File: config.mk
export PLATFORM = sky130hd
export DESIGN_NAME = pq_search
export DESIGN_NICKNAME = d
export VERILOG_FILES = /design/src/rtl/pq_pkg.sv /design/src/rtl/pq_stack.sv /design/src/rtl/pq_attack.sv /design/src/rtl/pq_search.sv
export SDC_FILE = /design/constraint.sdc
export NUM_CORES = 1
export LEC_CHECK = 0
export BUFFER_PORTS_ARGS = -buffer_cell sky130_fd_sc_hd__clkbuf_2
export CAP_MARGIN = 20
export CORE_ASPECT_RATIO = 1.1
export CORE_MARGIN = 1.5
export CORE_UTILIZATION = 56
export DETAILED_ROUTE_END_ITERATION = 6
export PLACE_DENSITY = 0.81
export SLEW_MARGIN = 20
export SYNTH_ARGS = -nofsm -noshare
export SYNTH_HDL_FRONTEND = slang
export SYNTH_SLANG_ARGS = --single-unit
File: constraint.sdc
create_clock -name clk -period 7.74 [get_ports clk]
set_clock_uncertainty 0.15 [all_clocks]
set_input_delay 1.161 -clock clk [delete_from_list [all_inputs] [get_ports clk]]
set_output_delay 1.161 -clock clk [all_outputs]
set_load 0.02 [all_outputs]
File: src/rtl/pq_pkg.sv
package pq_pkg;

   typedef enum logic [1:0] {
      PQ_IDLE,
      PQ_SEARCH,
      PQ_DONE
   } pq_state_e;

   localparam int PQ_WHITE = 0;
   localparam int PQ_BLACK = 1;

endpackage

File: src/rtl/pq_stack.sv
module pq_stack #(
   parameter  int DEPTH = 16,
   parameter  int IW    = 5,
   parameter  int RW    = 3,
   localparam int CW    = $clog2(DEPTH + 1),
   localparam int AW    = $clog2(DEPTH)
) (
   input  logic             clk,
   input  logic             rst_n,
   input  logic             clear,
   input  logic             push,
   input  logic             pop,
   input  logic [IW-1:0]    in_idx,
   input  logic [RW-1:0]    in_row,
   input  logic [RW-1:0]    in_col,
   output logic [CW-1:0]    count,
   output logic [IW-1:0]    top_idx,
   output logic [RW-1:0]    top_row,
   output logic [RW-1:0]    top_col,
   output logic [DEPTH-1:0] occupancy
);

   if (DEPTH < 2) begin : g_bad_depth
      $error("pq_stack: DEPTH must be at least 2");
   end

   logic [IW-1:0]    s_idx [DEPTH];
   logic [RW-1:0]    s_row [DEPTH];
   logic [RW-1:0]    s_col [DEPTH];
   logic [AW-1:0]    wr_ptr, top_ptr;
   logic [DEPTH-1:0] one_hot;

   assign wr_ptr  = AW'(count);
   assign top_ptr = AW'(count - CW'(1));
   assign one_hot = {{(DEPTH-1){1'b0}}, 1'b1};

   assign top_idx = s_idx[top_ptr];
   assign top_row = s_row[top_ptr];
   assign top_col = s_col[top_ptr];

   always_ff @(posedge clk) begin
      if (push) begin
         s_idx[wr_ptr] <= in_idx;
         s_row[wr_ptr] <= in_row;
         s_col[wr_ptr] <= in_col;
      end
   end

   always_ff @(posedge clk or negedge rst_n) begin
      if (!rst_n) begin
         count     <= '0;
         occupancy <= '0;
      end else if (clear) begin
         count     <= '0;
         occupancy <= '0;
      end else if (push) begin
         count     <= count + CW'(1);
         occupancy <= occupancy | (one_hot << in_idx);
      end else if (pop) begin
         count     <= count - CW'(1);
         occupancy <= occupancy & ~(one_hot << top_idx);
      end
   end

   AST_NO_OVERFLOW: assert property (@(posedge clk) disable iff (!rst_n)
      push |-> (count < CW'(DEPTH)));
   AST_NO_UNDERFLOW: assert property (@(posedge clk) disable iff (!rst_n)
      pop |-> (count != '0));
   AST_ONE_OP: assert property (@(posedge clk) disable iff (!rst_n)
      !(push && pop));
   AST_OCC_COUNT: assert property (@(posedge clk) disable iff (!rst_n)
      CW'($countones(occupancy)) == count);

endmodule

File: src/rtl/pq_attack.sv
module pq_attack #(
   parameter int N  = 4,
   parameter int RW = 3
) (
   input  logic [RW-1:0]  row,
   input  logic [RW-1:0]  col,
   input  logic [N*N-1:0] opp_map,
   output logic           row_hit,
   output logic           any_hit
);

   if (RW < $clog2(N + 1)) begin : g_bad_rw
      $error("pq_attack: RW too narrow for N");
   end

   logic [N*N-1:0] hit_row, hit_any;
   logic [RW:0]    r1, c1;

   assign r1 = {1'b0, row};
   assign c1 = {1'b0, col};

   for (genvar j = 0; j < N * N; j++) begin : g_sq
      localparam int JR = j / N;
      localparam int JC = j % N;
      assign hit_row[j] = opp_map[j] && (row == RW'(JR));
      assign hit_any[j] = opp_map[j] &&
                          ((row == RW'(JR)) ||
                           (col == RW'(JC)) ||
                           (r1 + (RW+1)'(JC) == c1 + (RW+1)'(JR)) ||
                           (r1 + c1 == (RW+1)'(JR + JC)));
   end

   assign row_hit = |hit_row;
   assign any_hit = |hit_any;

endmodule

File: src/rtl/pq_search.sv
module pq_search
   import pq_pkg::*;
#(
   parameter  int N   = 4,
   localparam int NSQ = N * N,
   localparam int IW  = $clog2(NSQ + 1),
   localparam int RW  = $clog2(N + 1)
) (
   input  logic           clk,
   input  logic           rst_n,
   input  logic           start,
   output logic           busy,
   output logic           done,
   output logic [IW-1:0]  best_pairs,
   output logic [NSQ-1:0] best_white,
   output logic [NSQ-1:0] best_black
);

   if (N < 2 || N > 8) begin : g_bad_n
      $error("pq_search: N must lie between 2 and 8");
   end

   pq_state_e      state;
   logic [IW-1:0]  cand_idx;
   logic [RW-1:0]  cand_row, cand_col;

   logic [IW-1:0]  cnt     [2];
   logic [IW-1:0]  top_idx [2];
   logic [RW-1:0]  top_row [2];
   logic [RW-1:0]  top_col [2];
   logic [NSQ-1:0] occ     [2];
   logic [1:0]     push_v, pop_v;
   logic           clear_stk;

   assign clear_stk = start && (state != PQ_SEARCH);

   for (genvar c = 0; c < 2; c++) begin : g_colour
      pq_stack #(.DEPTH(NSQ), .IW(IW), .RW(RW)) u_stack (
         .clk       (clk),
         .rst_n     (rst_n),
         .clear     (clear_stk),
         .push      (push_v[c]),
         .pop       (pop_v[c]),
         .in_idx    (cand_idx),
         .in_row    (cand_row),
         .in_col    (cand_col),
         .count     (cnt[c]),
         .top_idx   (top_idx[c]),
         .top_row   (top_row[c]),
         .top_col   (top_col[c]),
         .occupancy (occ[c])
      );
   end

   // turn = 1 means black moves next (stack counts differ)
   logic           turn, opp;
   logic [IW-1:0]  cnt_turn;
   logic [NSQ-1:0] opp_map;
   logic           row_hit, any_hit;

   assign turn     = cnt[PQ_WHITE] != cnt[PQ_BLACK];
   assign opp      = !turn;
   assign cnt_turn = turn ? cnt[PQ_BLACK] : cnt[PQ_WHITE];
   assign opp_map  = turn ? occ[PQ_WHITE] : occ[PQ_BLACK];

   pq_attack #(.N(N), .RW(RW)) u_attack (
      .row     (cand_row),
      .col     (cand_col),
      .opp_map (opp_map),
      .row_hit (row_hit),
      .any_hit (any_hit)
   );

   // bound: squares left versus queens still needed to beat the best
   logic [IW:0] need, rem;
   logic        give_up, rule_block, legal, finish;

   assign need = {1'b0, best_pairs} + (IW+1)'(1) - {1'b0, cnt_turn};
   assign rem  = (IW+1)'(NSQ) - {1'b0, cand_idx};
   assign give_up = (rem < need) ||
                    (!turn && cnt[PQ_WHITE] == '0 && cand_idx != '0);
   assign rule_block = turn && ((cand_row == cand_col) ||
                                (cnt[PQ_BLACK] == '0 && cand_col <= cand_row));
   assign legal  = !any_hit && !rule_block;
   assign finish = (turn && cnt[PQ_WHITE] == IW'(1)) ||
                   (!turn && cnt[PQ_BLACK] == '0);

   logic [IW-1:0]  base_idx, nxt_idx;
   logic [RW-1:0]  base_row, base_col, nxt_row, nxt_col;
   logic           from_zero, jump_row, go_done, take_best;
   logic [NSQ-1:0] cand_bit;

   assign cand_bit = {{(NSQ-1){1'b0}}, 1'b1} << cand_idx;

   always_comb begin
      base_idx  = cand_idx;
      base_row  = cand_row;
      base_col  = cand_col;
      from_zero = 1'b0;
      jump_row  = 1'b0;
      go_done   = 1'b0;
      take_best = 1'b0;
      push_v    = '0;
      pop_v     = '0;
      if (state == PQ_SEARCH) begin
         if (give_up) begin
            if (finish) begin
               go_done = 1'b1;
            end else begin
               pop_v[opp] = 1'b1;
               base_idx   = top_idx[opp];
               base_row   = top_row[opp];
               base_col   = top_col[opp];
            end
         end else if (legal) begin
            push_v[turn] = 1'b1;
            if (!turn) begin
               if (cnt[PQ_BLACK] == '0) begin
                  from_zero = 1'b1;
               end else begin
                  base_idx = top_idx[PQ_BLACK];
                  base_row = top_row[PQ_BLACK];
                  base_col = top_col[PQ_BLACK];
               end
            end else begin
               base_idx  = top_idx[PQ_WHITE];
               base_row  = top_row[PQ_WHITE];
               base_col  = top_col[PQ_WHITE];
               take_best = (cnt[PQ_BLACK] + IW'(1)) > best_pairs;
            end
         end else if (row_hit) begin
            jump_row = 1'b1;
         end
      end

      if (from_zero) begin
         nxt_idx = '0;
         nxt_row = '0;
         nxt_col = '0;
      end else if (jump_row) begin
         nxt_idx = base_idx + IW'(N) - IW'(base_col);
         nxt_row = base_row + RW'(1);
         nxt_col = '0;
      end else if (base_col == RW'(N - 1)) begin
         nxt_idx = base_idx + IW'(1);
         nxt_row = base_row + RW'(1);
         nxt_col = '0;
      end else begin
         nxt_idx = base_idx + IW'(1);
         nxt_row = base_row;
         nxt_col = base_col + RW'(1);
      end
   end

   always_ff @(posedge clk or negedge rst_n) begin
      if (!rst_n) begin
         state      <= PQ_IDLE;
         cand_idx   <= '0;
         cand_row   <= '0;
         cand_col   <= '0;
         best_pairs <= '0;
         best_white <= '0;
         best_black <= '0;
      end else begin
         case (state)
            PQ_IDLE, PQ_DONE: begin
               if (start) begin
                  state      <= PQ_SEARCH;
                  cand_idx   <= '0;
                  cand_row   <= '0;
                  cand_col   <= '0;
                  best_pairs <= '0;
                  best_white <= '0;
                  best_black <= '0;
               end
            end
            PQ_SEARCH: begin
               if (go_done) begin
                  state <= PQ_DONE;
               end else begin
                  cand_idx <= nxt_idx;
                  cand_row <= nxt_row;
                  cand_col <= nxt_col;
               end
               if (take_best) begin
                  best_pairs <= cnt[PQ_BLACK] + IW'(1);
                  best_white <= occ[PQ_WHITE];
                  best_black <= occ[PQ_BLACK] | cand_bit;
               end
            end
            default: state <= PQ_IDLE;
         endcase
      end
   end

   assign busy = (state == PQ_SEARCH);
   assign done = (state == PQ_DONE);

   logic [NSQ-1:0] diag_mask;
   always_comb begin
      diag_mask = '0;
      for (int k = 0; k < N; k++) diag_mask[k*(N+1)] = 1'b1;
   end

   AST_TURN_BALANCE: assert property (@(posedge clk) disable iff (!rst_n)
      (cnt[PQ_WHITE] == cnt[PQ_BLACK]) ||
      (cnt[PQ_WHITE] == cnt[PQ_BLACK] + IW'(1)));
   AST_CURSOR_MAP: assert property (@(posedge clk) disable iff (!rst_n)
      busy |-> (cand_idx == IW'(cand_row) * IW'(N) + IW'(cand_col)));
   AST_FIRST_WHITE: assert property (@(posedge clk) disable iff (!rst_n)
      (best_pairs != '0) |-> best_white[0]);
   AST_BLACK_DIAG: assert property (@(posedge clk) disable iff (!rst_n)
      (best_black & diag_mask) == '0);
   AST_DISJOINT: assert property (@(posedge clk) disable iff (!rst_n)
      (best_white & best_black) == '0);
   AST_BUSY_DONE: assert property (@(posedge clk) disable iff (!rst_n)
      !(busy && done));
   AST_DONE_HOLD: assert property (@(posedge clk) disable iff (!rst_n)
      (done && !start) |=> (done && $stable(best_pairs) &&
                            $stable(best_white) && $stable(best_black)));
   AST_START_CLEARS: assert property (@(posedge clk) disable iff (!rst_n)
      (start && !busy) |=> (best_pairs == '0 && busy));

endmodule

# --- Word-level counts from Yosys, hierarchy flattened ---
# Memory sizes are Yosys's and may differ from the RTL's.
# Index checks and enable logic that the tools add are counted.
word_totals:
  regBits: 92
  latch_bits: 0
  ram_bits: 352
  romBits: 0
  inputBits: 3
  output_inout_bits: 39
  elab_cells: 301
  memories: 6
mem_list:
  columns: ["memory", "depth", "width", "rd", "rd_ports_with_merged_regs", "wr", "line", "text"]
  rows:
  - ["g_colour[0].u_stack.s_idx", 16, 5, 1, 0, 1, "pq_stack.sv:27", "logic [IW-1:0] s_idx [DEPTH];"]
  - ["g_colour[1].u_stack.s_idx", 16, 5, 1, 0, 1, "pq_stack.sv:27", null]
  - ["g_colour[0].u_stack.s_col", 16, 3, 1, 0, 1, "pq_stack.sv:29", "logic [RW-1:0] s_col [DEPTH];"]
  - ["g_colour[0].u_stack.s_row", 16, 3, 1, 0, 1, "pq_stack.sv:28", "logic [RW-1:0] s_row [DEPTH];"]
  - ["g_colour[1].u_stack.s_col", 16, 3, 1, 0, 1, "pq_stack.sv:29", null]
  - ["g_colour[1].u_stack.s_row", 16, 3, 1, 0, 1, "pq_stack.sv:28", null]
classes:
  n_addsub: 19
  n_mul: 0
  div_mod_pow: 0
  magnitude_cmp: 8
  eq_ne: 38
  shifts: 3
  muxes: 97
  bitwise: 7
  reduce_logical: 112
op_table:
  columns: ["cell", "count"]
  rows:
  - ["2-to-1 mux 16 bit", 10]
  - ["2-to-1 mux 5 bit", 21]
  - ["2-to-1 mux 3 bit", 27]
  - ["one-hot mux 16 bit (2 select lines)", 2]
  - ["logical OR 1 bit", 51]
  - ["left shift 1 x 5 -> 16 bit (first input constant)", 3]
  - ["logical AND 1 bit", 42]
  - ["== test 4 bit", 9]
  - ["AND 16 bit", 2]
  - ["NOT 16 bit", 2]
  - ["bitwise OR 16 bit", 2]
  - ["OR reduction 16 bit", 2]
  - ["2-to-1 mux 1 bit", 22]
  - ["one-hot mux 5 bit (2 select lines)", 2]
  - ["adder 3 x 2 -> 4 bit (second input constant)", 4]
  - ["2-to-1 mux 2 bit", 8]
  - ["adder 5 x 1 -> 5 bit (second input constant)", 3]
  - ["== test 3 x 2 -> 1 bit (second input constant)", 5]
  - ["== test 3 x 4 -> 1 bit", 3]
  - ["== test 4 x 3 -> 1 bit", 3]
  - ["== test 4 x 3 -> 1 bit (second input constant)", 3]
  - ["one-hot mux 3 bit (2 select lines)", 2]
  - ["logical NOT 5 bit", 2]
  - ["subtractor 5 x 1 -> 5 bit (second input constant)", 2]
  - ["37 further kinds", 52]

# --- Depth between registers and ports, before layout ---
depth:
  depth_word: 17
  mapped_depth: 30
  mapped_depth_nobuf: 26

# --- Cells and area by module ---
# A second synthesis with hierarchy kept.
hier_totals:
  hier_cells: 1467
  hier_area_um2: 21481.9
modules_own_cells:
  columns: ["mod", "n_inst", "cells_per_inst", "area_each_um2", "seq_area_each_um2"]
  rows:
  - ["pq_stack at g_colour[0].u_stack", 1, 448, 8316.7, 5810.6]
  - ["pq_stack at g_colour[1].u_stack", 1, 435, 8202.9, 5810.6]
  - ["pq_search", 1, 431, 3806.2, 1251.2]
  - ["pq_attack", 1, 153, 1156.1, 0.0]

# --- Least setup slack after synthesis ---
# OpenSTA, ideal clock, no wires.
synth_timing:
  path_kind: "register to register"
  start: "register g_colour[1].u_stack.count[0]"
  end: "register cand_idx[4]"
  setup_time_ns: 0.145
  arrival_time_ns: 5.994
  required_time_ns: 7.445
  path_slack_ns: 1.451
  path_stages_with_launch: 31
  path_buffers: 5
  synth_period_minus_slack_ns: 6.289
  cell_sequence: "dfrtp_1 > buf_4 > buf_4 > buf_4 > buf_2 > buf_2 > inv_1 > ha_1 > ha_1 > fa_1 > a21o_1 > a21oi_1 > xnor2_1 > ha_1 > o211ai_1 > o21ai_0 > nand3_1 > nor2_1 > nand3_1 > o21ai_1 > nor2_1 > a31oi_1 > ha_1 > inv_1 > ha_1 > a21o_1 > a211oi_1 > a221oi_1 > mux2i_1 > xor2_1 > o22ai_1"
synth_via:
  elab_chain_len: 15
  word_cells_on_any_way: 96
  classes_between: "add/sub (5); order compare (1); eq/ne (2); mux (36); bitwise (1); reduce/logical (49); memory (2)"
synth_lines:
  columns: ["item", "line", "text"]
  rows:
  - ["from (decl)", "pq_stack.sv:16", "output logic [CW-1:0] count,"]
  - ["from (signal assigned)", "pq_stack.sv:57", "count <= count + CW'(1);"]
  - ["from (signal assigned)", "pq_stack.sv:60", "count <= count - CW'(1);"]
  - ["branches (longest 15 deep; another with subtractor 5 x 1 -> 5 bit)", null, null]
  - ["to (signal assigned)", "pq_search.sv:181", "cand_idx <= nxt_idx;"]
  - ["to (decl)", "pq_search.sv:24", "logic [IW-1:0] cand_idx;"]
# Several ways; the timed one is not identified. The select of a mux whose other input is x is not followed.
# A chain may end at the register's enable or synchronous reset.

# --- Worst setup path after layout ---
layout_timing:
  start: "register g_colour[1].u_stack.count[2]"
  end: "register cand_idx[4]"
# The elaborated chain is that of the path after synthesis.

==> results.toml <==
[global_routing]
antenna_found_initial = 1
grt-ovfl-total = 0
grt_pass1_wl_mm = 86.7
grt_pass1_vias = 14021
grt_usage_pct = 30.2
grt_max_degree = 60

[clock_tree]
clockBufferDepth = 3
clock-root-buffer = "clkbuf_16"
clk_latency_ps = 570
clock-sinks = 444
cts_tree = "yes"
htree_levels = 2
numCtsBuffers = 45
ctsHoldBuffers = 0
postCtsSetupRepairBufs = 0
clk_pin_slew_ps = 70
cts-resized-gates = 0

[timing]
tightestPinTransition_ps = 1180
tns_ps = 0
rsz0062_at_grt = "false"
period_share_pct = 84.2
period_minus_slack_ps = 6510
fin_hold_ws_ps = 339
slew_headroom_pct = 20.7
max_freq_mhz = 154
slew_viol_final = 0
final-setup-viol-count = 0
finalHoldViolCount = 0

[route]
wl_met1_mm = 21.2
drc = 0
wl_per_cell_um = 28.3
drt_iter0_drc = 1516
dr_wl_met3_mm = 4.80
ant_nets = 0
routed_wl_mm = 57.0
wl_met2_mm = 27.5
via_per_inst = 6.81
maxUsedRoutingLayer = "met4"
dr.pass1.iters = 6
num_vias = 13692

[critical_path]
rrSetupSlack_ps = 1230
end_kind = "flop"
slowest_delay_ps = 760
cpMaxStageDelayCell = "dfrtp_1"
critPathRequiredTime_ps = 8000
worst-path-max-fanout = 17
path_class = "reg -> reg"
path_cells = "inv_1 > ha_1 > fa_1 > a21o_1 > a21oi_1 > xnor2_1 > ha_1 > o211ai_1 > o21ai_0 > nand3_1 > nor2_1 > nand3_1 > o21ai_1 > nor2_1 > a31oi_1 > ha_1 > inv_1 > ha_1 > a21o_1 > a211oi_1 > a221oi_1 > mux2i_1 > xor2_1 > o22ai_1"
crit_top_cell = "ha_1"
startpoint_type = "flop"
critical_path_arrival_ps = 6770

[yosys]
ys.flop_type = "edfxtp_1"
netlist_instances = 1420
ys_ff_latch = 444
yosysUniqueCellTypes = 83
yosysMostFrequentCell = "edfxtp_1"
yosys.area.top_type = "edfxtp_1"
yosys_warnings = 0
synth_top_area_share_pct = 50.2
synthTopCellsByCount = "edfxtp_1, mux4_2, nor2_1"
avgSynthCellArea_sq_um = 14.8
async_flop_share_pct = 20.7
syn_nets = 1492
ys_top_cells_by_area = "edfxtp_1, mux4_2, dfrtp_1, ha_1, nor2_1"
syn-cell-area_sq_um = 21000
ys_seq_area_share_pct = 61.2
synth_edf_count = 352

[finish]
regArea_sq_um = 12900
antenna_cells = 0
area.growth.synth_to_final_pct = 10.9
fillCellCount = 2585
fin_nets = 1553
multi_input_area_sq_um = 7640
stdcell_count = 2011
drive_gt1_share_pct = 21.2

[die]
start_util_pct = 56.7
core-area_sq_um = 37100
rows = 74
die_area_sq_um = 38800
pin_count = 42
die_w_um = 188
die_h_um = 206

[placed_design]
gp_congestion = 0.985
place_hpwl_mm = 37.2
port_buffers = 41
dp_cells = 1927

[run_status]
status = "finished clean"

[min_path]
hold_path_class = "reg -> reg"

[run]
maxCapViolations = 0
## path summary, 6_finish.rpt
kind,cells past startpoint,end,startpoint
hold / removal,2,best_black[12],best_black[12]
hold reg to reg,2,best_black[12],best_black[12]
max in group asynchronous,2,best_white[10],rst_n
min in group asynchronous,1,best_white[13],rst_n
setup reg to reg,24,cand_idx[4],g_colour[1].u_stack.count[2]
setup / recovery,24,cand_idx[4],g_colour[1].u_stack.count[2]
## sequential cells by signal (all words and copies together), names as in the netlist
signal	count
g_colour.u_stack.s_col	96
cand_col	3
cand_idx	5
g_colour.u_stack.s_row	96
g_colour.u_stack.s_idx	160
g_colour.u_stack.count	10
cand_row	3
state	2
best_black	16
g_colour.u_stack.occupancy	32
best_pairs	5
best_white	16
## stage by stage
step | worst slack [ps] | instance area [sq um] | util, %
6_report | 1230 | 23300 | 62.8
5_1_grt | 817 | 23300 | 62.8
4_1_cts | 1370 | 23300 | 62.8
3_5_place_dp | 1400 | 21900 | 58.9
3_3_place_gp | 1720 | 21900 | 58.9
2_1_floorplan | 1450 | 21000 | -
## placed cells by master, fill, tap and decap left out, drive strengths merged, types with 4 or more instances in the layout
cell	count
a2111oi	4
a211oi	7
a21o	8
a21oi	52
a22o	22
a22oi	5
a2bb2oi	6
a311oi	6
a31o	4
a31oi	19
a32oi	17
and2	7
and3	4
buf	54
clkbuf	98
clkinv	18
dfrtp	92
edfxtp	352
ha	66
inv	46
mux2i	13
mux4	107
nand2	89
nand2b	12
nand3	44
nand4	11
nor2	100
nor2b	12
nor3	24
nor4	12
o211a	10
o211ai	7
o21a	7
o21ai	55
o22ai	10
o31ai	5
or2	6
or4	5
xnor2	37
xor2	15
## layout make-up
cell class	instances	area share [%]
Clock buffer	58	5.25
Clock inverter	25	0.863
Inverter	44	0.708
Multi-Input combinational cell	852	32.7
Sequential cell	444	55.2
Tap cell	494	2.65
Timing Repair Buffer	94	2.60
## layer usage
metal	track usage, %	vias to the layer above
met4	16.7	0
met5	0	-
met2	50.0	849
met1	38.7	6940
li1	-	5687
met3	4.72	216
## kinds of logic (layout without fill, tap and decap cells)
group / Yosys count / count (layout) / synth area share [%]
XOR/XNOR: 52 / 52 / 2.29
flip-flops: 444 / 444 / 61.2
buffers and inverters: 124 / 221 / 2.77
multiplexers: 122 / 122 / 12.2
adder cells (fa/ha/maj): 69 / 69 / 4.21
AND/OR/NAND/NOR: 340 / 340 / 8.23
AO/OA/AOI/OAI: 269 / 269 / 9.17
## critical path, delay by kind of cell, from the launching register on
family	cells	cell delay [ps]
compound gates	10	2230
fa+ha+maj	5	1600
simple gates	4	780
flops	1	760
buf+inv	2	340
xor+xnor	2	290
mux	1	180
Power is left out: the tool's default activity adds up to more than one toggle a clock period on the data nets, which glitch-free logic cannot reach.
